## config.mk

```make
export PLATFORM = sky130hd
export DESIGN_NAME = spi_target_port
export DESIGN_NICKNAME = d
export VERILOG_FILES = /design/src/rtl/spi_tgt_pkg.sv /design/src/rtl/spi_tgt_sync.sv /design/src/rtl/spi_tgt_edge.sv /design/src/rtl/spi_tgt_rxpath.sv /design/src/rtl/spi_tgt_txpath.sv /design/src/rtl/spi_target_port.sv
export SDC_FILE = /design/constraint.sdc
export NUM_CORES = 1
export LEC_CHECK = 0
export CAP_MARGIN = 5
export CORE_UTILIZATION = 53
export DETAILED_ROUTE_END_ITERATION = 8
export PLACE_DENSITY = 0.78
export SETUP_SLACK_MARGIN = 0.15
export SLEW_MARGIN = 5
export SYNTH_ARGS = -nofsm -noshare
export SYNTH_HDL_FRONTEND = slang
export SYNTH_SLANG_ARGS = --single-unit
```

## constraint.sdc

```tcl
create_clock -name clk -period 2.2 [get_ports clk]
set_input_delay 0.44 -clock clk [delete_from_list [all_inputs] [get_ports clk]]
set_output_delay 0.44 -clock clk [all_outputs]
set_load 0.02 [all_outputs]
```

## src/rtl/spi_tgt_pkg.sv

```systemverilog
package spi_tgt_pkg;

  localparam logic [1:0] MODE_FOUR_WIRE = 2'b01;

  // Four-wire is one exact code; every other code means three-wire.
  function automatic logic is_four_wire(input logic [1:0] m);
    return m == MODE_FOUR_WIRE;
  endfunction

  // True when the bit position about to be sampled is the final one of a word.
  function automatic logic is_last_bit(input int unsigned cnt, input int unsigned width);
    return cnt == width - 1;
  endfunction

  // Bit count after one sampled bit, wrapping at the word width.
  function automatic int unsigned count_after(input int unsigned cnt, input int unsigned width);
    return (cnt == width - 1) ? 0 : cnt + 1;
  endfunction

endpackage

```

## src/rtl/spi_tgt_sync.sv

```systemverilog
module spi_tgt_sync #(
  parameter int         W       = 1,
  parameter int         STAGES  = 2,
  parameter logic [W-1:0] RST_VAL = '0
) (
  input  logic         clk,
  input  logic         rst_n,
  input  logic [W-1:0] d,
  output logic [W-1:0] q
);

  logic [STAGES-1:0][W-1:0] chain_q;

  always_ff @(posedge clk or negedge rst_n) begin
    if (!rst_n) begin
      chain_q <= {STAGES{RST_VAL}};
    end else begin
      chain_q[0] <= d;
      for (int s = 1; s < STAGES; s++) begin
        chain_q[s] <= chain_q[s-1];
      end
    end
  end

  assign q = chain_q[STAGES-1];

endmodule

```

## src/rtl/spi_tgt_edge.sv

```systemverilog
module spi_tgt_edge #(
  parameter bit   DETECT_RISE = 1'b1,
  parameter logic RST_VAL     = 1'b0
) (
  input  logic clk,
  input  logic rst_n,
  input  logic lvl,
  output logic pulse
);

  logic prev_q;

  always_ff @(posedge clk or negedge rst_n) begin
    if (!rst_n) prev_q <= RST_VAL;
    else        prev_q <= lvl;
  end

  generate
    if (DETECT_RISE) begin : g_rise
      assign pulse = lvl & ~prev_q;
    end else begin : g_fall
      assign pulse = ~lvl & prev_q;
    end
  endgenerate

endmodule

```

## src/rtl/spi_tgt_rxpath.sv

```systemverilog
module spi_tgt_rxpath
  import spi_tgt_pkg::*;
#(
  parameter int DATA_W = 8,
  localparam int CNT_W = (DATA_W > 1) ? $clog2(DATA_W) : 1
) (
  input  logic              clk,
  input  logic              rst_n,
  input  logic              sample,
  input  logic              bit_in,
  input  logic              cnt_clr,
  input  logic              clr_stb,
  output logic              byte_done,
  output logic              bit_idle,
  output logic [CNT_W-1:0]  bit_cnt,
  output logic [DATA_W-1:0] rx_buf,
  output logic              done_flag
);

  logic [DATA_W-2:0] part_q;
  logic [DATA_W-1:0] part_next;

  assign part_next = {part_q, bit_in};
  assign byte_done = sample && is_last_bit(32'(bit_cnt), DATA_W);
  assign bit_idle  = (bit_cnt == '0);

  always_ff @(posedge clk or negedge rst_n) begin
    if (!rst_n) begin
      bit_cnt <= '0;
      part_q  <= '0;
    end else if (cnt_clr) begin
      bit_cnt <= '0;
      part_q  <= '0;
    end else if (sample) begin
      bit_cnt <= CNT_W'(count_after(32'(bit_cnt), DATA_W));
      part_q  <= part_next[DATA_W-2:0];
    end
  end

  always_ff @(posedge clk or negedge rst_n) begin
    if (!rst_n) begin
      rx_buf <= '0;
    end else if (byte_done) begin
      rx_buf <= part_next;
    end
  end

  // Completion has priority over the host clear.
  always_ff @(posedge clk or negedge rst_n) begin
    if (!rst_n)         done_flag <= 1'b0;
    else if (byte_done) done_flag <= 1'b1;
    else if (clr_stb)   done_flag <= 1'b0;
  end

endmodule

```

## src/rtl/spi_tgt_txpath.sv

```systemverilog
module spi_tgt_txpath #(
  parameter int DATA_W = 8
) (
  input  logic              clk,
  input  logic              rst_n,
  input  logic              wr_stb,
  input  logic [DATA_W-1:0] wr_data,
  input  logic              shift,
  input  logic              byte_done,
  input  logic              bit_idle,
  output logic              tx_bit
);

  logic [DATA_W-1:0] hold_q;
  logic              hold_full;
  logic [DATA_W-1:0] sh_q;
  logic              sh_loaded;
  logic              move_now;

  // Shifter counts as empty only with no unsent byte and no word in flight.
  assign move_now = hold_full && !sh_loaded && bit_idle && !byte_done;

  always_ff @(posedge clk or negedge rst_n) begin
    if (!rst_n) begin
      hold_q    <= '0;
      hold_full <= 1'b0;
      sh_q      <= '0;
      sh_loaded <= 1'b0;
    end else begin
      if (byte_done) begin
        if (hold_full) begin
          sh_q      <= hold_q;
          sh_loaded <= 1'b1;
          hold_full <= 1'b0;
        end else begin
          sh_q      <= '0;
          sh_loaded <= 1'b0;
        end
      end else if (move_now) begin
        sh_q      <= hold_q;
        sh_loaded <= 1'b1;
        hold_full <= 1'b0;
      end else if (shift) begin
        sh_q <= {sh_q[DATA_W-2:0], 1'b0};
      end
      // A fresh write always lands in the holding register last.
      if (wr_stb) begin
        hold_q    <= wr_data;
        hold_full <= 1'b1;
      end
    end
  end

  assign tx_bit = sh_q[DATA_W-1];

endmodule

```

## src/rtl/spi_target_port.sv

```systemverilog
module spi_target_port
  import spi_tgt_pkg::*;
#(
  parameter int DATA_W      = 8,
  parameter int SYNC_STAGES = 2,
  localparam int CNT_W      = (DATA_W > 1) ? $clog2(DATA_W) : 1
) (
  input  logic              clk,
  input  logic              rst_n,
  input  logic              en,
  input  logic [1:0]        mode,
  input  logic              sck_pin,
  input  logic              mosi_pin,
  input  logic              sel_n_pin,
  output logic              miso_pin,
  input  logic              wr_stb,
  input  logic [DATA_W-1:0] wr_data,
  output logic [DATA_W-1:0] rd_data,
  output logic              done_flag,
  input  logic              clr_stb
);

  logic             sck_s, mosi_s, sel_s;
  logic             sck_rise, sck_fall, sel_fall;
  logic             four_wire, active, cnt_clr;
  logic             sample, shift;
  logic             byte_done, bit_idle, tx_bit;
  logic [CNT_W-1:0] bit_cnt;
  logic             sel_idle;

  spi_tgt_sync #(.W(3), .STAGES(SYNC_STAGES), .RST_VAL(3'b001)) u_sync (
    .clk  (clk),
    .rst_n(rst_n),
    .d    ({sck_pin, mosi_pin, sel_n_pin}),
    .q    ({sck_s, mosi_s, sel_s})
  );

  spi_tgt_edge #(.DETECT_RISE(1'b1), .RST_VAL(1'b0)) u_sck_up (
    .clk(clk), .rst_n(rst_n), .lvl(sck_s), .pulse(sck_rise)
  );

  spi_tgt_edge #(.DETECT_RISE(1'b0), .RST_VAL(1'b0)) u_sck_dn (
    .clk(clk), .rst_n(rst_n), .lvl(sck_s), .pulse(sck_fall)
  );

  spi_tgt_edge #(.DETECT_RISE(1'b0), .RST_VAL(1'b1)) u_sel_dn (
    .clk(clk), .rst_n(rst_n), .lvl(sel_s), .pulse(sel_fall)
  );

  assign four_wire = is_four_wire(mode);
  assign active    = en && (!four_wire || !sel_s);
  assign cnt_clr   = !en || (four_wire && sel_fall);
  assign sample    = active && sck_rise;
  assign shift     = active && sck_fall && !bit_idle;
  assign sel_idle  = en && four_wire && sel_s;

  spi_tgt_rxpath #(.DATA_W(DATA_W)) u_rx (
    .clk      (clk),
    .rst_n    (rst_n),
    .sample   (sample),
    .bit_in   (mosi_s),
    .cnt_clr  (cnt_clr),
    .clr_stb  (clr_stb),
    .byte_done(byte_done),
    .bit_idle (bit_idle),
    .bit_cnt  (bit_cnt),
    .rx_buf   (rd_data),
    .done_flag(done_flag)
  );

  spi_tgt_txpath #(.DATA_W(DATA_W)) u_tx (
    .clk      (clk),
    .rst_n    (rst_n),
    .wr_stb   (wr_stb),
    .wr_data  (wr_data),
    .shift    (shift),
    .byte_done(byte_done),
    .bit_idle (bit_idle),
    .tx_bit   (tx_bit)
  );

  assign miso_pin = active & tx_bit;

endmodule

```

==> out/metrics.yaml, run 1 <==
finish:
  nets: 190
  layout.cells.non_filler: 216
  n_fill_cell: 275
  insertedDiodeCount: 0
  drive_gt1_frac: 0.2529
  stdcell_area_mm2: 0.002359
  syn_to_final_growth_pct: 20.68
die:
  start_util: 0.5678
  die_w_um: 62.73
  core_mm2: 0.003442
  io_pins: 28
  rows: 21
  die_h_um: 62.73
  die_area_mm2: 0.003934
yosys:
  yosys_warnings: 0
  syn_nets: 157
  synthFlopType: "dfrtp_1"
  syn_avg_cell_area_um2: 14.37
  synth_edf_count: 0
  synthTopCellsByArea: "dfrtp_1, mux2_4, a2bb2oi_2"
  synthDistinctLibCells: 36
  ys_ff_latch: 45
  yosysSeqAreaShare: 0.5781
  synthTopCellsByCount: "dfrtp_1, o21ai_0, mux2_2, mux2_4, o21ai_1"
  synth_top_cell_by_area: "dfrtp_1"
  ys_async_sr_fraction: 1.000
  synth_cells: 136
  yosysMostFrequentCell: "dfrtp_1"
  syn_area_mm2: 0.001954
  netlist.area_leader.share: 0.5378
clocking:
  clkSinkCount: 45
  clk_pin_slew_ps: 70
  root_buffer: "clkbuf_8"
  holdBufCountCts: 0
  clockBufferDepth: 2
  cts_max_level: 2
  clk_latency_ps: 300
  cts_tree: "built"
  cts_made_buffers: 5
sta:
  finClkSkew_ps: 8.769
  drv_slew: 0
  hold_viol_final: 0
  tightest_slew_ps: 546.2
  setup_viol: 0
  maxSlewHeadroom: 0.6358
  period_minus_slack_ps: 1987
  max_freq_mhz: 503.3
  fin_crit_sh: 0.9031
  rsz0062_at_grt: "no"
route:
  wirelength_um: 3518
  drt_iter0_drc: 57
  post-route-drc-count: 0
  wl_per_cell_um: 16.29
  vias_per_cell: 5.528
  drtPass1Iterations: 4
  num_vias: 1194
  drt.antenna.violating_nets: 0
worst_setup_path:
  worst_r2r_path_depth: 6
  r2r_end: "u_tx.sh_q[6]$_DFFE_PN0P_"
  critPathSlowestCell: "clkdlybuf4s50_1"
  critical_path.max_stage_delay_ps: 520
  crit_type: "in -> out"
  end_kind: "output port"
  crit_fanout: 2
  cp_cell_sequence: "clkdlybuf4s50_1, nand3b_4, and3_1, dlygate4sd2_1"
  worst-endpoint-required_ps: 1760
  r2r_setup_slack_ps: 310
  worstSetupStartpointType: "input pin"
  worstPathArrival_ps: 1550
  r2r_start: "u_rx.bit_cnt[0]$_DFFE_PN0P_"
hold_path:
  hold_class: "in -> async"
global_routing:
  grt.total_usage: 0.2085
  grt_max_degree: 46
  grt.overflow.total: 0
  antenna_found_initial: 0
  grt_pass1_wl_um: 6058
  grt_pass1_vias: 1289
pwr:
  total_power_w: 0.001644
  leakage_nw: 1.084
  ir_drop_v: 0.0005071
  power.density_mw_per_mm2: 697.0
placement:
  portBuffers: 27
  placed_area_mm2: 0.002270
  hpwl_um: 2431
  gp_congestion: 0.7371
  place_inst: 208
status:
  status: "completed"
job:
  cap_violations: 0
==> cell type report <==
type	count	area [µm²]	area share
flip-flops and latches	45	1130	0.4790
multi-input cells	82	775.7	0.3289
repair buffers	30	286.5	0.1215
clock buffers	8	90.09	0.03820
well taps	46	57.56	0.02440
inverters	5	18.77	0.007958
==> metal layers <==
layer	global-route usage	share of wire	up-vias
li1	-	-	557
met1	0.2379	0.41	601
met2	0.3682	0.54	29
met3	0.05657	0.039	7
met4	0.08430	0.014	0
met5	0	0	-
==> where the power goes <==
part	switching [W]	internal, W
clock network	0.000258	0.000256
logic	0.0000675	0.000114
registers	0.0000464	0.000902
==> what timing repair did <==
action,in CTS,in global routing
gates resized for setup,1,0
setup endpoints to repair,1,0
setup buffers,0,0
==> through the flow <==
step	hold slack (ps)	worst slack (ps)	TNS (ps)	utilization
after floorplan	144.4	522.0	0	-
after detailed placement	337.0	-39.76	-39.76	0.6594
after global routing	254.8	175.0	0	0.6852
after CTS	227.8	204.9	0	0.6852
after global placement	334.3	-38.10	-38.10	0.6594
final	200.6	213.1	0	0.6852
==> placed cells by master (no fill, tap or decap), drive strengths merged, types with 2 or more instances in the layout <==
| cell | count |
|---|---|
| nor2 | 4 |
| nand4bb | 2 |
| a22o | 5 |
| nand2 | 6 |
| a31oi | 2 |
| buf | 4 |
| a2bb2oi | 7 |
| dfstp | 3 |
| clkbuf | 8 |
| inv | 5 |
| dfrtp | 42 |
| mux2 | 15 |
| mux2i | 4 |
| o21ai | 17 |
| and2b | 2 |
| clkdlybuf4s50 | 25 |
| ha | 3 |
| nand3 | 2 |
==> critical path: cells and delay by family <==
| kind | cells | cell delay (ps) |
|---|---|---|
| buf+inv | 2 | 830 |
| simple gates | 2 | 270 |
==> worst max-delay path by stage <==
stage / slack (ps) / from / endpoint
final: 210 / mode[0] / miso_pin
after global routing: 180 / mode[0] / miso_pin
after CTS: 200 / mode[0] / miso_pin
after detailed placement: -40 / mode[1] / miso_pin
after global placement: -40 / mode[1] / miso_pin
after floorplan: 520 / u_rx.bit_cnt[0]$_DFFE_PN0P_ / u_tx.sh_q[1]$_DFFE_PN0P_
==> cells by family (layout without fill, tap and decap cells) <==
family,after synthesis,count (layout),share of synthesized area
and+or+nand+nor,26,26,0.1076
muxes,19,19,0.1204
buffers and inverters,9,43,0.02496
AOI/OAI and AO/OA,34,34,0.1498
DFF,45,45,0.5781
adders and majority gates,3,3,0.01921
==> state kept, by name (all words and copies together) (netlist names) <==
register and count:
u_rx.bit_cnt 3, u_rx.done_flag 1, u_rx.part_q 7, u_rx.rx_buf 8
u_sck_dn.prev_q 1, u_sel_dn.prev_q 1, u_sync.chain_q 3, u_sync.q 3
u_tx.hold_full 1, u_tx.hold_q 8, u_tx.sh_loaded 1, u_tx.sh_q 8
Note: power is estimated with default switching activity, not from simulation.
==> inputs of run 2 (changes only) <==
==> constraint.sdc (replaced) <==
create_clock -name clk -period 2.1 [get_ports clk]
set_input_delay 0.42 -clock clk [delete_from_list [all_inputs] [get_ports clk]]
set_output_delay 0.42 -clock clk [all_outputs]
set_load 0.02 [all_outputs]
==> out/metrics.yaml, run 2 (synthesized netlist as in run 1, its figures left out) <==
pwr:
  ir_drop_v: 0.0005115  # +0.88%
  leakage_nw: 1.107  # +2.1%
  seq_power_share: 0.545  # -0.032
  p_comb_frac: 0.106  # -0.004
  p_clk_frac: 0.350  # +0.037
  switching_share: 0.2195  # -0.006708
  total_power_w: 0.001824  # +11%
  power.density_mw_per_mm2: 756.4  # +8.5%
  power.switching_w: 0.0004003  # +7.7%
  p_int_w: 0.001424  # +12%
clocking:
  cts_setup_buffers: 0  # unchanged
  cts_made_buffers: 5  # unchanged
  clk_latency_ps: 300  # about the same
  clk_pin_slew_ps: 80  # about the same
  holdBufCountCts: 0  # unchanged
  clkSinkCount: 45  # unchanged
  cts_tree: "built"
  root_buffer: "clkbuf_8"
  clockBufferDepth: 2  # unchanged
  cts_max_level: 2  # unchanged
status:
  status: "completed"
die:
  rows: 21  # unchanged
  core_mm2: 0.003442  # unchanged
  io_pins: 28  # unchanged
  start_util: 0.5678  # unchanged
  die_w_um: 62.73  # unchanged
  die_area_mm2: 0.003934  # unchanged
  die_h_um: 62.73  # unchanged
route:
  vias_per_cell: 5.516  # -0.21%
  drt_iter0_drc: 50  # -12%
  num_vias: 1208  # +1.2%
  wirelength_um: 3413  # -3.0%
  drt.antenna.violating_nets: 0  # unchanged
  drtPass1Iterations: 4  # unchanged
  post-route-drc-count: 0  # unchanged
  wl_per_cell_um: 15.58  # -4.3%
sta:
  finClkSkew_ps: 6.050  # -2.719 ps
  fin_tns_setup_ps: 0  # unchanged
  tightest_slew_ps: 630.5  # +84.21 ps
  timing.final.ws_setup_ps: 269.5  # +56.36 ps
  hold_viol_final: 0  # unchanged
  setup_viol: 0  # unchanged
  fin_crit_sh: 0.8717
  period_minus_slack_ps: 1831
  drv_slew: 0  # unchanged
  max_freq_mhz: 546.3
  rsz0062_at_grt: "yes"
  holdWs_ps: 133.5  # -67.12 ps
  maxSlewHeadroom: 0.5797  # -0.05614
worst_setup_path:
  cp_common_cell: "ha_1"
  worstPathArrival_ps: 2010  # +460 ps
  crit_buf_inv: 0  # -2
  worst-endpoint-required_ps: 2280  # +520 ps
  critPathSlowestCell: "dfrtp_1"
  worstSetupStartpointType: "flop"
  worst_r2r_path_depth: 6  # unchanged
  end_kind: "flop"
  cpLargestDelayFamily: "compound AO/OA/AOI/OAI gates"
  cp_cell_sequence: "ha_1, ha_1, and3b_4, a31oi_4, nand2_4, a2bb2oi_2"
  r2r_setup_slack_ps: 270  # -40 ps
  r2r_end: "u_tx.sh_q[6]$_DFFE_PN0P_"
  crit_type: "reg -> reg"
  crit_fanout: 10  # +8
  r2r_start: "u_rx.bit_cnt[0]$_DFFE_PN0P_"
  critical_path.max_stage_delay_ps: 410  # -110 ps
global_routing:
  antenna_found_initial: 0  # unchanged
  grt_pass1_wl_um: 6023  # -0.58%
  grt_pass1_vias: 1264  # -1.9%
  grt_max_degree: 30  # -35%
  grt.total_usage: 0.2060  # -0.002562
  grt.overflow.total: 0  # unchanged
finish:
  layout_common_cells: "dfrtp_1, clkdlybuf4s50_1, o21ai_0"
  regArea_mm2: 0.001130  # unchanged
  nets: 193  # +1.6%
  n_fill_cell: 247  # -10%
  reg_top3: "u_rx.rx_buf: 8 flops, u_tx.hold_q: 8 flops, u_tx.sh_q: 8 flops"
  multi_input_area_um2: 788.3  # +1.6%
  syn_to_final_growth_pct: 23.37
  insertedDiodeCount: 0  # unchanged
  layout.cells.non_filler: 219  # +1.4%
  drive_gt1_frac: 0.2775  # +0.02452
  final_common_cell: "dfrtp_1"
placement:
  hpwl_um: 2452  # +0.83%
  portBuffers: 27  # unchanged
  gp_congestion: 0.7286  # -1.2%
  place_ws_ps: -103.3  # -63.57 ps
  place_inst: 211  # +1.4%
hold_path:
  hold_class: "in -> async"
job:
  cap_violations: 0  # unchanged
-- run 2: cell count changes in the layout (fill, tap and decap cells not counted), sizes merged --
| cell | change |
|---|---|
| bufinv | +1 |
| clkbuf | -1 |
| dlygate4sd2 | -1 |
| clkinv | +1 |
| buf | +3 |
-- run 2: metal layers --
metal,up-vias,share of wire,track usage
li1,569,-,-
met1,602,0.44,0.2472
met2,31,0.51,0.3478
met3,6,0.039,0.04562
met4,0,0.012,0.1047
met5,-,0,0
-- run 2: metrics by stage --
stage               cell area (µm²)  utilization
floorplan                      1954            -
global placement               2292       0.6659
detailed placement             2292       0.6659
CTS                            2404       0.6983
global route                   2411       0.7005
finish                         2411       0.7005
-- run 2: layout make-up --
cell class,instances,area share
clock buffer,6,0.03010
clock inverter,2,0.01609
inverter,5,0.007784
multi-input combinational,82,0.3269
sequential,45,0.4686
tap,46,0.02387
timing repair buffer,33,0.1266
-- run 2: worst max-delay path by stage --
stage,from,end,depth (start not counted)
2_1_floorplan,u_rx.bit_cnt[0]$_DFFE_PN0P_,u_tx.sh_q[1]$_DFFE_PN0P_,6
3_3_place_gp,mode[1],miso_pin,4
3_5_place_dp,mode[1],miso_pin,4
4_1_cts,mode[0],miso_pin,4
5_1_grt,u_rx.bit_cnt[0]$_DFFE_PN0P_,u_tx.sh_q[5]$_DFFE_PN0P_,6
6_report,u_rx.bit_cnt[0]$_DFFE_PN0P_,u_tx.sh_q[6]$_DFFE_PN0P_,6
-- run 2: what timing repair did --
item	4_1_cts	5_1_grt
pin swaps	0	0
resized for setup	2	3
endpoints found under the setup margin	1	16
hold endpoints to repair	0	0
-- run 2: power groups by stage --
| stage | registers (W) | clock network [W] | logic (W) |
|---|---|---|---|
| floorplan | 0.000997 | 0 | 0.000122 |
| global placement | 0.00101 | 0 | 0.000190 |
| detailed placement | 0.00101 | 0 | 0.000198 |
| CTS | 0.000994 | 0.000661 | 0.000197 |
| global route | 0.00100 | 0.000702 | 0.000211 |
| finish | 0.000993 | 0.000637 | 0.000193 |
==> inputs of run 3 (changes only) <==
--- a/config.mk
+++ b/config.mk
@@ -6,6 +6,7 @@
 export NUM_CORES = 1
 export LEC_CHECK = 0
 export CAP_MARGIN = 5
+export CORE_MARGIN = 2
 export CORE_UTILIZATION = 53
 export DETAILED_ROUTE_END_ITERATION = 8
 export PLACE_DENSITY = 0.78
==> out/metrics.yaml, run 3 (synthesized netlist as in run 1, its figures left out) <==
clocking:
  post_cts_resized: 1  # -1
  clockBufferDepth: 2  # unchanged
  clk_latency_ps: 300  # about the same
  clk_pin_slew_ps: 80  # about the same
  cts_max_level: 2  # unchanged
  cts_made_buffers: 5  # unchanged
  cts_tree: "built"
  clkSinkCount: 45  # unchanged
  cts_setup_buffers: 0  # unchanged
  root_buffer: "clkbuf_8"
  holdBufCountCts: 0  # unchanged
worst_setup_path:
  worst-endpoint-required_ps: 2320  # +40 ps
  r2r_start: "u_rx.bit_cnt[0]$_DFFE_PN0P_"
  worstSetupStartpointType: "flop"
  worstPathArrival_ps: 2050  # +40 ps
  crit_type: "reg -> reg"
  crit_fanout: 10  # unchanged
  r2r_end: "u_tx.sh_q[7]$_DFFE_PN0P_"
  end_kind: "flop"
  r2r_setup_slack_ps: 280  # about the same
  worst_r2r_path_depth: 6  # unchanged
die:
  die_area_mm2: 0.004189  # +6.5%
  rows: 22  # +4.8%
  core_mm2: 0.003606  # +4.8%
  start_util: 0.5420  # -0.02581
  io_pins: 28  # unchanged
  die_w_um: 64.73  # +3.2%
  die_h_um: 64.73  # +3.2%
finish:
  final_common_cell: "dfrtp_1"
  drive_gt1_frac: 0.2874  # +0.009900
  layout_common_cells: "dfrtp_1, clkdlybuf4s50_1, o21ai_0"
  insertedDiodeCount: 0  # unchanged
  nets: 194  # +0.52%
  n_fill_cell: 270  # +9.3%
  reg_top3: "u_rx.rx_buf: 8 flops, u_tx.hold_q: 8 flops, u_tx.sh_q: 8 flops"
  final_util: 0.6752  # -0.02525
  stdcell_area_mm2: 0.002435  # +0.99%
  syn_to_final_growth_pct: 24.58
route:
  top_layer: "met4"
  vias_per_cell: 5.509  # -0.13%
  drt.antenna.violating_nets: 0  # unchanged
  drt_iter0_drc: 25  # -50%
  wl_met2_um: 1820  # +4.4%
  drt-met1-wl_um: 1567  # +5.0%
  wirelength_um: 3673  # +7.6%
  wl_per_cell_um: 16.55  # +6.2%
  num_vias: 1223  # +1.2%
  post-route-drc-count: 0  # unchanged
  drtPass1Iterations: 4  # unchanged
  wl_met3_um: 157  # +17%
sta:
  finClkSkew_ps: 6.677  # +0.6266 ps
  maxSlewHeadroom: 0.5798  # about the same
  setup_viol: 0  # unchanged
  drv_slew: 0  # unchanged
  rsz0062_at_grt: "no"
  max_freq_mhz: 548.1  # +0.32%
  fin_crit_sh: 0.8689  # -0.002804
  period_minus_slack_ps: 1825  # -5.889 ps
  tightest_slew_ps: 630.3  # -0.1715 ps
  hold_viol_final: 0  # unchanged
hold_path:
  hold_class: "in -> async"
job:
  cap_violations: 0  # unchanged
global_routing:
  grt_pass1_vias: 1269  # +0.40%
  grt_max_degree: 30  # unchanged
  grt_pass1_wl_um: 6044  # +0.35%
  grt.overflow.total: 0  # unchanged
  antenna_found_initial: 0  # unchanged
  grt.total_usage: 0.1974  # -0.008550
placement:
  hpwl_um: 2734  # +12%
  portBuffers: 27  # unchanged
  placed_area_mm2: 0.002315  # +0.98%
  gp_congestion: 0.7696  # +5.6%
pwr:
  leakage_nw: 1.119  # +1.1%
  ir_drop_v: 0.0005552  # +8.5%
  total_power_w: 0.001860  # +2.0%
  power.density_mw_per_mm2: 764.1  # +1.0%
status:
  status: "completed"
## run 3: cell types whose count changed in the layout (fill, tap and decap cells not counted), sizes merged
cell      before  now
buf            7    8
clkinv         1    0
clkinvlp       0    1
## run 3: area by class of cell
class | count | area (µm²) | area share
Inverter | 5 | 18.77 | 0.007708
Sequential cell | 45 | 1130 | 0.4640
Multi-Input combinational cell | 82 | 780.7 | 0.3207
Clock inverter | 2 | 37.54 | 0.01542
Clock buffer | 6 | 82.58 | 0.03392
Tap cell | 48 | 60.06 | 0.02467
Timing Repair Buffer | 34 | 325.3 | 0.1336
## run 3: worst max-delay path by stage
stage | cells past startpoint | to | start | slack [ps]
after CTS | 4 | miso_pin | mode[0] | 150
after global placement | 4 | miso_pin | mode[1] | -80
after detailed placement | 4 | miso_pin | mode[1] | -100
after floorplan | 6 | u_tx.sh_q[1]$_DFFE_PN0P_ | u_rx.bit_cnt[0]$_DFFE_PN0P_ | 420
final | 6 | u_tx.sh_q[7]$_DFFE_PN0P_ | u_rx.bit_cnt[0]$_DFFE_PN0P_ | 280
after global routing | 6 | u_tx.sh_q[1]$_DFFE_PN0P_ | u_rx.bit_cnt[0]$_DFFE_PN0P_ | 180
## run 3: metal layers
metal / global-route usage / up-vias
li1: - / 569
met1: 0.2471 / 612
met2: 0.3093 / 30
met3: 0.05556 / 12
met4: 0.1090 / 0
met5: 0 / -
## run 3: through the flow
stage                     hold slack (ps)  TNS [ps]  worst slack [ps]  cells
after global placement              337.7    -76.50            -76.50    214
after floorplan                     124.4         0             422.0    136
after CTS                           145.5         0             151.7    222
after detailed placement            336.3    -101.8            -101.8    214
after global routing                168.3         0             184.9    222
final                               129.4         0             275.4    222
## run 3: critical path: stages (launching register included)
cell,delay [ps]
dfrtp_1,410
ha_1,210
ha_1,210
and3b_4,230
a31oi_4,330
o21ai_0,180
a2bb2oi_1,170
## run 3: power by group
part	total (W)	switching, W	internal, W
combinational	0.000193	0.0000707	0.000122
sequential	0.000995	0.0000499	0.000945
clock	0.000673	0.000287	0.000387
total	0.00186	0.000407	0.00145
